File: config.mk
export PLATFORM = sky130hd
export DESIGN_NAME = spi_txn_status
export DESIGN_NICKNAME = d
export VERILOG_FILES = /design/src/rtl/spi_stat_pkg.sv /design/src/rtl/spi_stat_csedge.sv /design/src/rtl/spi_stat_par.sv /design/src/rtl/spi_stat_cnt.sv /design/src/rtl/spi_txn_status.sv
export SDC_FILE = /design/constraint.sdc
export NUM_CORES = 1
export LEC_CHECK = 0
export BUFFER_PORTS_ARGS = -buffer_cell sky130_fd_sc_hd__buf_2
export CAP_MARGIN = 20
export CORE_UTILIZATION = 40
export CTS_CLUSTER_DIAMETER = 150
export CTS_CLUSTER_SIZE = 25
export DETAILED_ROUTE_END_ITERATION = 8
export GPL_ROUTABILITY_DRIVEN = 0
export HOLD_SLACK_MARGIN = 0.08
export PLACE_DENSITY = 0.65
export RECOVER_POWER = 100
export SLEW_MARGIN = 0
export SYNTH_ARGS = -nofsm -noshare
export SYNTH_HDL_FRONTEND = slang
export SYNTH_SLANG_ARGS = --single-unit
File: constraint.sdc
create_clock -name clk -period 1.6 [get_ports clk]
set_input_delay 0.08 -clock clk [delete_from_list [all_inputs] [get_ports clk]]
set_output_delay 0.08 -clock clk [all_outputs]
set_load 0.01 [all_outputs]
File: src/rtl/spi_stat_pkg.sv
package spi_stat_pkg;
  localparam int STAT_CNT_W = 3;

  typedef enum logic [1:0] {
    BK_CMD   = 2'b00,
    BK_ADDR  = 2'b01,
    BK_WDATA = 2'b10,
    BK_RDATA = 2'b11
  } byte_kind_e;

  typedef struct packed {
    logic                  rdy_err;
    logic                  rd_par;
    logic                  wr_par;
    logic [STAT_CNT_W-1:0] cnt;
    logic                  flash_mode;
    logic                  flash_rdy;
  } stat_t;

  function automatic logic is_data_kind(input logic [1:0] k);
    return (k == BK_WDATA) || (k == BK_RDATA);
  endfunction
endpackage

File: src/rtl/spi_stat_csedge.sv
module spi_stat_csedge (
  input  logic clk,
  input  logic rst,
  input  logic cs_n,
  output logic txn_end
);
  logic cs_q;

  always_ff @(posedge clk) begin
    if (rst) cs_q <= 1'b1;
    else     cs_q <= cs_n;
  end

  assign txn_end = cs_n & ~cs_q;
endmodule

File: src/rtl/spi_stat_par.sv
module spi_stat_par #(
  parameter int DATA_W = 8
) (
  input  logic              clk,
  input  logic              rst,
  input  logic              clr,
  input  logic              en,
  input  logic [DATA_W-1:0] data,
  output logic              par_q
);
  always_ff @(posedge clk) begin
    if (rst || clr) par_q <= 1'b0;
    else if (en)    par_q <= par_q ^ (^data);
  end
endmodule

File: src/rtl/spi_stat_cnt.sv
module spi_stat_cnt #(
  parameter int CNT_W     = 3,
  parameter int SHORT_MAX = 3
) (
  input  logic             clk,
  input  logic             rst,
  input  logic             clr,
  input  logic             any_en,
  input  logic             data_en,
  output logic [CNT_W-1:0] cnt_q,
  output logic             is_short
);
  localparam int TOT_W   = $clog2(SHORT_MAX + 2);
  localparam int TOT_SAT = SHORT_MAX + 1;

  logic [TOT_W-1:0] tot_q;

  always_ff @(posedge clk) begin
    if (rst || clr) begin
      cnt_q <= '0;
      tot_q <= '0;
    end else begin
      if (data_en) cnt_q <= cnt_q + 1'b1;
      if (any_en && (tot_q != TOT_W'(TOT_SAT))) tot_q <= tot_q + 1'b1;
    end
  end

  assign is_short = (tot_q != '0) && (tot_q <= TOT_W'(SHORT_MAX));
endmodule

File: src/rtl/spi_txn_status.sv
module spi_txn_status #(
  parameter int DATA_W    = 8,
  parameter int SHORT_MAX = 3
) (
  input  logic              clk,
  input  logic              rst,
  input  logic              cs_n,
  input  logic              byte_vld,
  input  logic [1:0]        byte_kind,
  input  logic [DATA_W-1:0] byte_val,
  input  logic              tgt_ready,
  input  logic              test_pin_in,
  input  logic              flash_mode_in,
  input  logic              flash_ready_in,
  output logic [7:0]        stat_q
);
  import spi_stat_pkg::*;

  localparam int N_PAR = 2;
  localparam logic [3:0] KIND_MASK [N_PAR] = '{4'b0111, 4'b1000};

  logic       txn_end;
  logic       take;
  logic [N_PAR-1:0] par;
  logic [STAT_CNT_W-1:0] dcnt;
  logic       is_short;
  logic       err_q;
  stat_t      nxt;

  spi_stat_csedge u_edge (
    .clk(clk), .rst(rst), .cs_n(cs_n), .txn_end(txn_end)
  );

  assign take = byte_vld & ~cs_n;

  for (genvar g = 0; g < N_PAR; g++) begin : g_par
    spi_stat_par #(.DATA_W(DATA_W)) u_par (
      .clk(clk), .rst(rst), .clr(txn_end),
      .en(take & KIND_MASK[g][byte_kind]),
      .data(byte_val), .par_q(par[g])
    );
  end

  spi_stat_cnt #(.CNT_W(STAT_CNT_W), .SHORT_MAX(SHORT_MAX)) u_cnt (
    .clk(clk), .rst(rst), .clr(txn_end),
    .any_en(take), .data_en(take & is_data_kind(byte_kind)),
    .cnt_q(dcnt), .is_short(is_short)
  );

  always_ff @(posedge clk) begin
    if (rst || txn_end) err_q <= 1'b0;
    else if (take && is_data_kind(byte_kind) && !tgt_ready) err_q <= 1'b1;
  end

  always_comb begin
    nxt.rdy_err    = err_q;
    nxt.rd_par     = par[1];
    nxt.wr_par     = par[0];
    nxt.cnt        = is_short ? '1 : dcnt;
    nxt.flash_mode = flash_mode_in & test_pin_in;
    nxt.flash_rdy  = flash_ready_in & nxt.flash_mode;
  end

  always_ff @(posedge clk) begin
    if (rst)          stat_q <= 8'h00;
    else if (txn_end) stat_q <= nxt;
  end
endmodule

==> results of run 1 <==
-- cell usage in the layout (no fill, tap or decap) --
cell type	Yosys	final
sky130_fd_sc_hd__dfxtp_1	18	18
sky130_fd_sc_hd__buf_2	0	15
sky130_fd_sc_hd__a21oi_1	12	12
sky130_fd_sc_hd__nand2_1	12	12
sky130_fd_sc_hd__nor2_1	11	11
sky130_fd_sc_hd__clkbuf_1	4	10
sky130_fd_sc_hd__xnor2_1	8	8
sky130_fd_sc_hd__nor3_1	6	6
sky130_fd_sc_hd__dlygate4sd3_1	0	6
sky130_fd_sc_hd__nand2b_1	4	4
sky130_fd_sc_hd__ha_1	4	4
sky130_fd_sc_hd__inv_1	3	3
sky130_fd_sc_hd__nand3_1	3	3
sky130_fd_sc_hd__clkbuf_4	0	3
sky130_fd_sc_hd__nor2b_1	2	2
sky130_fd_sc_hd__o21ai_0	2	2
sky130_fd_sc_hd__xor2_1	2	2
sky130_fd_sc_hd__or2_2	1	1
sky130_fd_sc_hd__or3_2	1	1
sky130_fd_sc_hd__o31ai_1	1	1
sky130_fd_sc_hd__or4_1	1	1
sky130_fd_sc_hd__nand4_1	1	1
sky130_fd_sc_hd__mux2i_1	1	1
sky130_fd_sc_hd__clkbuf_8	0	1
sky130_fd_sc_hd__buf_4	0	1
-- kinds of logic (layout without fill, tap and decap cells) --
family / Yosys count / after routing
AO/OA/AOI/OAI: 15 / 15
XOR/XNOR: 10 / 10
adder cells (fa/ha/maj): 4 / 4
buffers and inverters: 7 / 39
flip-flops: 18 / 18
multiplexers: 1 / 1
AND/OR/NAND/NOR: 42 / 42
-- power breakdown --
part           internal, W  total (W)  switching [W]
Sequential        0.000463   0.000473      0.0000105
Clock             0.000138   0.000273       0.000134
Combinational    0.0000689   0.000136      0.0000666
-- worst max-delay path by stage --
stage / slack (ps) / cells past startpoint / endpoint
2_1_floorplan: 380 / 5 / u_cnt.tot_q[1]
3_3_place_gp: 290 / 6 / g_par[1].u_par.par_q
3_5_place_dp: 250 / 6 / g_par[1].u_par.par_q
4_1_cts: 240 / 5 / g_par[1].u_par.par_q
5_1_grt: 100 / 6 / stat_q[4]
6_report: 230 / 5 / g_par[1].u_par.par_q
-- routing by layer --
metal | vias up | part of all wire | global-route usage
met4 | 0 | 0.0078 | 0.0857
li1 | 385 | - | -
met5 | - | 0 | 0
met1 | 303 | 0.47 | 0.182
met3 | 2 | 0.058 | 0.0346
met2 | 25 | 0.46 | 0.269
-- cell type report --
type                    instances  area [um^2]  share of cell area
flip-flops and latches         18          360               0.346
well taps                      25         31.3              0.0300
repair buffers                 32          180               0.173
multi-input cells              72          422               0.405
clock buffers                   4         36.3              0.0349
inverters                       3         11.3              0.0108
-- through the flow --
step / cells / cell area, um^2 / worst slack (ps) / power [W] / hold slack (ps)
after floorplan: 97 / 808 / 383 / 0.000567 / 187
after global placement: 144 / 957 / 287 / 0.000606 / 319
after detailed placement: 144 / 957 / 254 / 0.000611 / 323
after CTS: 154 / 1050 / 243 / 0.000895 / 84.2
after global routing: 154 / 1040 / 96.9 / 0.000930 / 108
final: 154 / 1040 / 230 / 0.000881 / 90.1
-- registers in the layout, summed over array words and instances, names as in the netlist --
signal,cells
u_cnt.tot_q,3
g_par.u_par.par_q,2
stat_q,8
u_edge.cs_q,1
u_cnt.cnt_q,3
err_q,1
-- worst max-delay path, stage by stage --
cell                            delay [ps]
sky130_fd_sc_hd__dlygate4sd3_1         530
sky130_fd_sc_hd__clkbuf_1              130
sky130_fd_sc_hd__nand2b_1              200
sky130_fd_sc_hd__or4_1                 510
sky130_fd_sc_hd__a21oi_1               140
-- timing repair --
action | in CTS | in global routing
hold buffers | 6 | 0
hold endpoints to repair | 7 | 0
setup buffers | 0 | 0
==> run summary, run 1 <==
## Run status
• outcome: finished clean

## Routing
• number of DRC markers after the initial detailed-route iteration: 5
• total wire length after detailed routing: 1540 um
• via density per instance: 4.64
• wire length per cell: 9.99 um
• number of detailed-route iterations in the first pass: 4
• DRC violation count after routing: 0
• antenna-violating nets left: 0
• vias after detailed routing: 715

## STA
• final setup violating endpoints: 0
• Period minus WS final: 1370 ps
• Period Utilization, post-route: 0.856
• number of hold violations in the final report: 0
• Setup Total Neg Slack: 0 ps
• setup repair after global routing missed its margin: no
• Slew @ Worst Pin: 538 ps
• final-report max-slew violation count: 0
• Slew Limit Headroom: 0.640
• maximum clock rate: 730 MHz
• largest clock skew in the final design: 3.45 ps

## Clock tree
• count of instances resized after the clock tree is built: 0
• deepest level of the CTS H-tree: 1
• buffers from clock root to sink, at most: 2
• clock root cell: sky130_fd_sc_hd__clkbuf_4
• clock slew seen by the registers of the worst setup and hold paths: 100 ps
• TritonCTS buffer count: 3
• TritonCTS clock tree: yes
• clock latency on the worst-skew pair: 290 ps
• clk sinks: 18

## Pwr
• power per standard cell area: 847 nW/um^2
• worst vdd rail ir drop: 0.454 mV
• Static Leakage: 0.408 nW

## Yosys
• EDFF count, synth: 0
• register bit count reported by yosys: 18
• biggest area contributors in the synthesized netlist: sky130_fd_sc_hd__dfxtp_1 (45%), sky130_fd_sc_hd__xnor2_1 (8.7%), sky130_fd_sc_hd__a21oi_1 (7.4%), sky130_fd_sc_hd__ha_1 (6.2%), sky130_fd_sc_hd__nand2_1 (5.6%)
• Synth Net Count: 119
• fraction of the mapped netlist area in simple logic gates: 0.243
• count leader, synth: sky130_fd_sc_hd__dfxtp_1
• part of the Yosys area used for sequential elements: 0.446
• total number of yosys warnings: 0
• top post-synthesis cells by count: sky130_fd_sc_hd__dfxtp_1 (18), sky130_fd_sc_hd__a21oi_1 (12), sky130_fd_sc_hd__nand2_1 (12)
• gate count of the mapped netlist: 97
• largest family of logic cells by synthesized area: simple AND/OR/NAND/NOR gates
• xor/xnor share of the synthesized area: 0.108
• number of distinct standard cells referenced by the synthesized netlist: 20
• share of Yosys cell area claimed by the top area cell type: 0.446
• proportion of register bits with asynchronous set or reset after synthesis: 0
• portion of netlist area occupied by mux cells: 0.0124
• Post-synth top flop: sky130_fd_sc_hd__dfxtp_1
• library cell with the largest summed area after synthesis: sky130_fd_sc_hd__dfxtp_1
• average cell area after synthesis: 8.33 um^2
• complex-gate fraction of the synthesized area: 0.0960
• Netlist Area Pre-Place: 808 um^2
• synthesized-area fraction occupied by adder cells: 0.0619

## Worst setup path
• WP data arrival: 1590 ps
• crit path from: cs_n
• startpoint types: primary input
• FF-to-FF path depth: 5
• class of the most critical setup path: in -> reg
• worst r2r dst: u_cnt.tot_q[1]
• critical path data required time: 1820 ps
• highest fanout seen on the critical path: 5
• slack of the worst reg-to-reg path: 270 ps
• kind of capture point of the worst setup path: register
• reg-to-reg critical path startpoint: u_cnt.tot_q[0]

## Finish
• NumNets Final: 152
• Ant. Diodes: 0
• number of fill cells in the layout: 179
• synthesis-to-finish area growth: 28.8%
• layout cell share with drive strength beyond 1: 0.171
• final design utilization: 0.578

## Hold path
• instance count along the most critical hold path: 3
• Hold/Removal Path Class: in -> reg
• worst-case hold path end point: u_cnt.cnt_q[1]
• hold_sp: byte_kind[1]

## GRT
• Overflow after GRT: 0
• number of antenna violations at the first check in global routing: 0
• via count of the first global-routing pass: 608
• wire length of the first global-routing pass: 2390 um
• pin count of the biggest net entering global routing: 11
• GRT Total Usage: 0.157

## Floorplan
• initial core utilization: 0.449
• horizontal die dimension: 47.0 um
• y dimension of the die: 47.0 um
• core footprint: 1800 um^2
• Die ar.: 2200 um^2
• number of placed I/O pins: 26
• FP Rows: 15

## Placement
• half-perimeter wire length of the detailed placement result: 1150 um
• Port Buffer Count: 25

## Flow run
• Maximum Capacitance Violations: 0

Power figures use the tool's default switching activity.
==> run 2, diff against run 1 <==
BUFFER_PORTS_ARGS = -buffer_cell sky130_fd_sc_hd__clkbuf_2   (was -buffer_cell sky130_fd_sc_hd__buf_2)
==> run summary, run 2 (synthesis gave the netlist of run 1 again) <==
## GRT
• pin count of the biggest net entering global routing: 11
• number of antenna violations at the first check in global routing: 0
• GRT Total Usage: 0.165
• wire length of the first global-routing pass: 2480 um
• via count of the first global-routing pass: 622
• Overflow after GRT: 0

## Finish
• NumNets Final: 153
• number of fill cells in the layout: 182
• area of the multi-input gates: 422 um^2
• Non-Filler Instances: 154
• commonest cells after routing, fill and taps aside: sky130_fd_sc_hd__dfxtp_1 (18), sky130_fd_sc_hd__clkbuf_2 (15), sky130_fd_sc_hd__a21oi_1 (12), sky130_fd_sc_hd__nand2_1 (12), sky130_fd_sc_hd__nor2_1 (11)
• Ant. Diodes: 0
• layout cell share with drive strength beyond 1: 0.163
• most common cell after layout, fill and taps aside: sky130_fd_sc_hd__dfxtp_1
• synthesis-to-finish area growth: 28.3%
• Most flops, register: stat_q
• register area: 360 um^2
• number of flip-flops in the largest register: 8
• Regs by FF count: stat_q (8), u_cnt.cnt_q (3), u_cnt.tot_q (3)

## Floorplan
• core footprint: 1800 um^2
• horizontal die dimension: 47.0 um
• FP Rows: 15
• number of placed I/O pins: 26
• Die ar.: 2200 um^2
• initial core utilization: 0.449
• y dimension of the die: 47.0 um

## Worst setup path
• FF-to-FF path depth: 6
• peak per-stage delay on the critical path: 530 ps
• highest fanout seen on the critical path: 5
• worst path cell trace: dlygate4sd3_1 -> clkbuf_1 -> nand2b_1 -> or4_1 -> a21oi_1
• class of the most critical setup path: in -> reg
• reg-to-reg critical path startpoint: u_cnt.tot_q[0]
• WP data arrival: 1640 ps
• worst r2r dst: stat_q[2]
• worst setup path endpoint: g_par[1].u_par.par_q
• slack of the worst reg-to-reg path: 240 ps
• crit path from: cs_n
• critical path data required time: 1810 ps
• kind of capture point of the worst setup path: register
• startpoint types: primary input
• slowest cell on the critical path: sky130_fd_sc_hd__dlygate4sd3_1

## Placement
• Port Buffer Count: 25
• half-perimeter wire length of the detailed placement result: 1220 um
• Placed Cells: 144

## Routing
• DRC violation count after routing: 0
• wire length per cell: 10.4 um
• number of DRC markers after the initial detailed-route iteration: 7
• total wire length after detailed routing: 1600 um
• number of detailed-route iterations in the first pass: 2
• vias after detailed routing: 734
• antenna-violating nets left: 0
• via density per instance: 4.77

## Run status
• outcome: finished clean

## STA
• final-report max-slew violation count: 0
• Setup Total Neg Slack: 0 ps
• Slew @ Worst Pin: 495 ps
• Slew Limit Headroom: 0.669
• number of hold violations in the final report: 0
• final setup violating endpoints: 0
• maximum clock rate: 701 MHz
• Period minus WS final: 1430 ps
• Period Utilization, post-route: 0.891
• largest clock skew in the final design: 7.24 ps
• setup repair after global routing missed its margin: no
• tightest hold margin: 186 ps

## Clock tree
• count of instances resized after the clock tree is built: 0
• TritonCTS clock tree: yes
• clock root cell: sky130_fd_sc_hd__clkbuf_4
• TritonCTS buffer count: 3
• count of hold-fix buffers inserted at cts: 7
• deepest level of the CTS H-tree: 1
• clk sinks: 18
• clock latency on the worst-skew pair: 290 ps
• buffers from clock root to sink, at most: 2
• clock slew seen by the registers of the worst setup and hold paths: 90 ps
• setup bufs post-CTS: 0

## Pwr
• Static Leakage: 0.408 nW
• power per standard cell area: 800 nW/um^2
• worst vdd rail ir drop: 0.363 mV

## Hold path
• Hold/Removal Path Class: in -> reg

## Flow run
• Maximum Capacitance Violations: 0

run 2: cell count changes in the layout (fill, tap and decap cells not counted), sizes merged:
cell	delta
buf	-15
dlygate4sd3	+1
clkbuf	+14
run 2: how the worst min path moves through the flow:
stage / startpoint / endpoint / slack (ps) / cells past startpoint
detailed placement: cs_n / u_edge.cs_q / 330 / 2
global placement: cs_n / u_edge.cs_q / 320 / 2
floorplan: cs_n / u_edge.cs_q / 190 / 1
CTS: byte_kind[0] / g_par[1].u_par.par_q / 160 / 4
global route: byte_kind[0] / g_par[1].u_par.par_q / 190 / 4
finish: byte_kind[0] / g_par[1].u_par.par_q / 190 / 4
run 2: layout make-up:
type	instances	area share
inverter	3	0.0109
tap	25	0.0302
multi-input combinational	72	0.407
timing repair buffer	33	0.183
clock buffer	3	0.0217
sequential	18	0.347
run 2: per-stage QoR:
step                      utilization  cell area (um^2)  worst slack [ps]  total power [W]
after floorplan                     -               808               383         0.000567
after global placement          0.531               957               297         0.000606
after detailed placement        0.531               957               223         0.000612
after CTS                       0.583              1050               201         0.000842
after global routing            0.576              1040               110         0.000878
final                           0.576              1040               174         0.000830
run 2: where the power goes:
group / internal [W] / switching, W / total, W
combinational: 0.0000705 / 0.0000693 / 0.000140
clock: 0.0000874 / 0.000129 / 0.000217
sequential: 0.000463 / 0.0000105 / 0.000473
run 2: worst max-delay path, delay by kind of cell:
family                 cells  cell delay [ps]
AND/OR/NAND/NOR            2              720
buffers and inverters      2              660
AO/OA/AOI/OAI              1              160
run 2: metal layers:
metal	part of all wire	up-vias	track usage	routed length [um]
met3	0.050	2	0.0346	80
met5	0	-	0	0
met4	0.0087	0	0.0857	14
li1	-	388	-	-
met1	0.48	323	0.182	771
met2	0.46	21	0.294	736
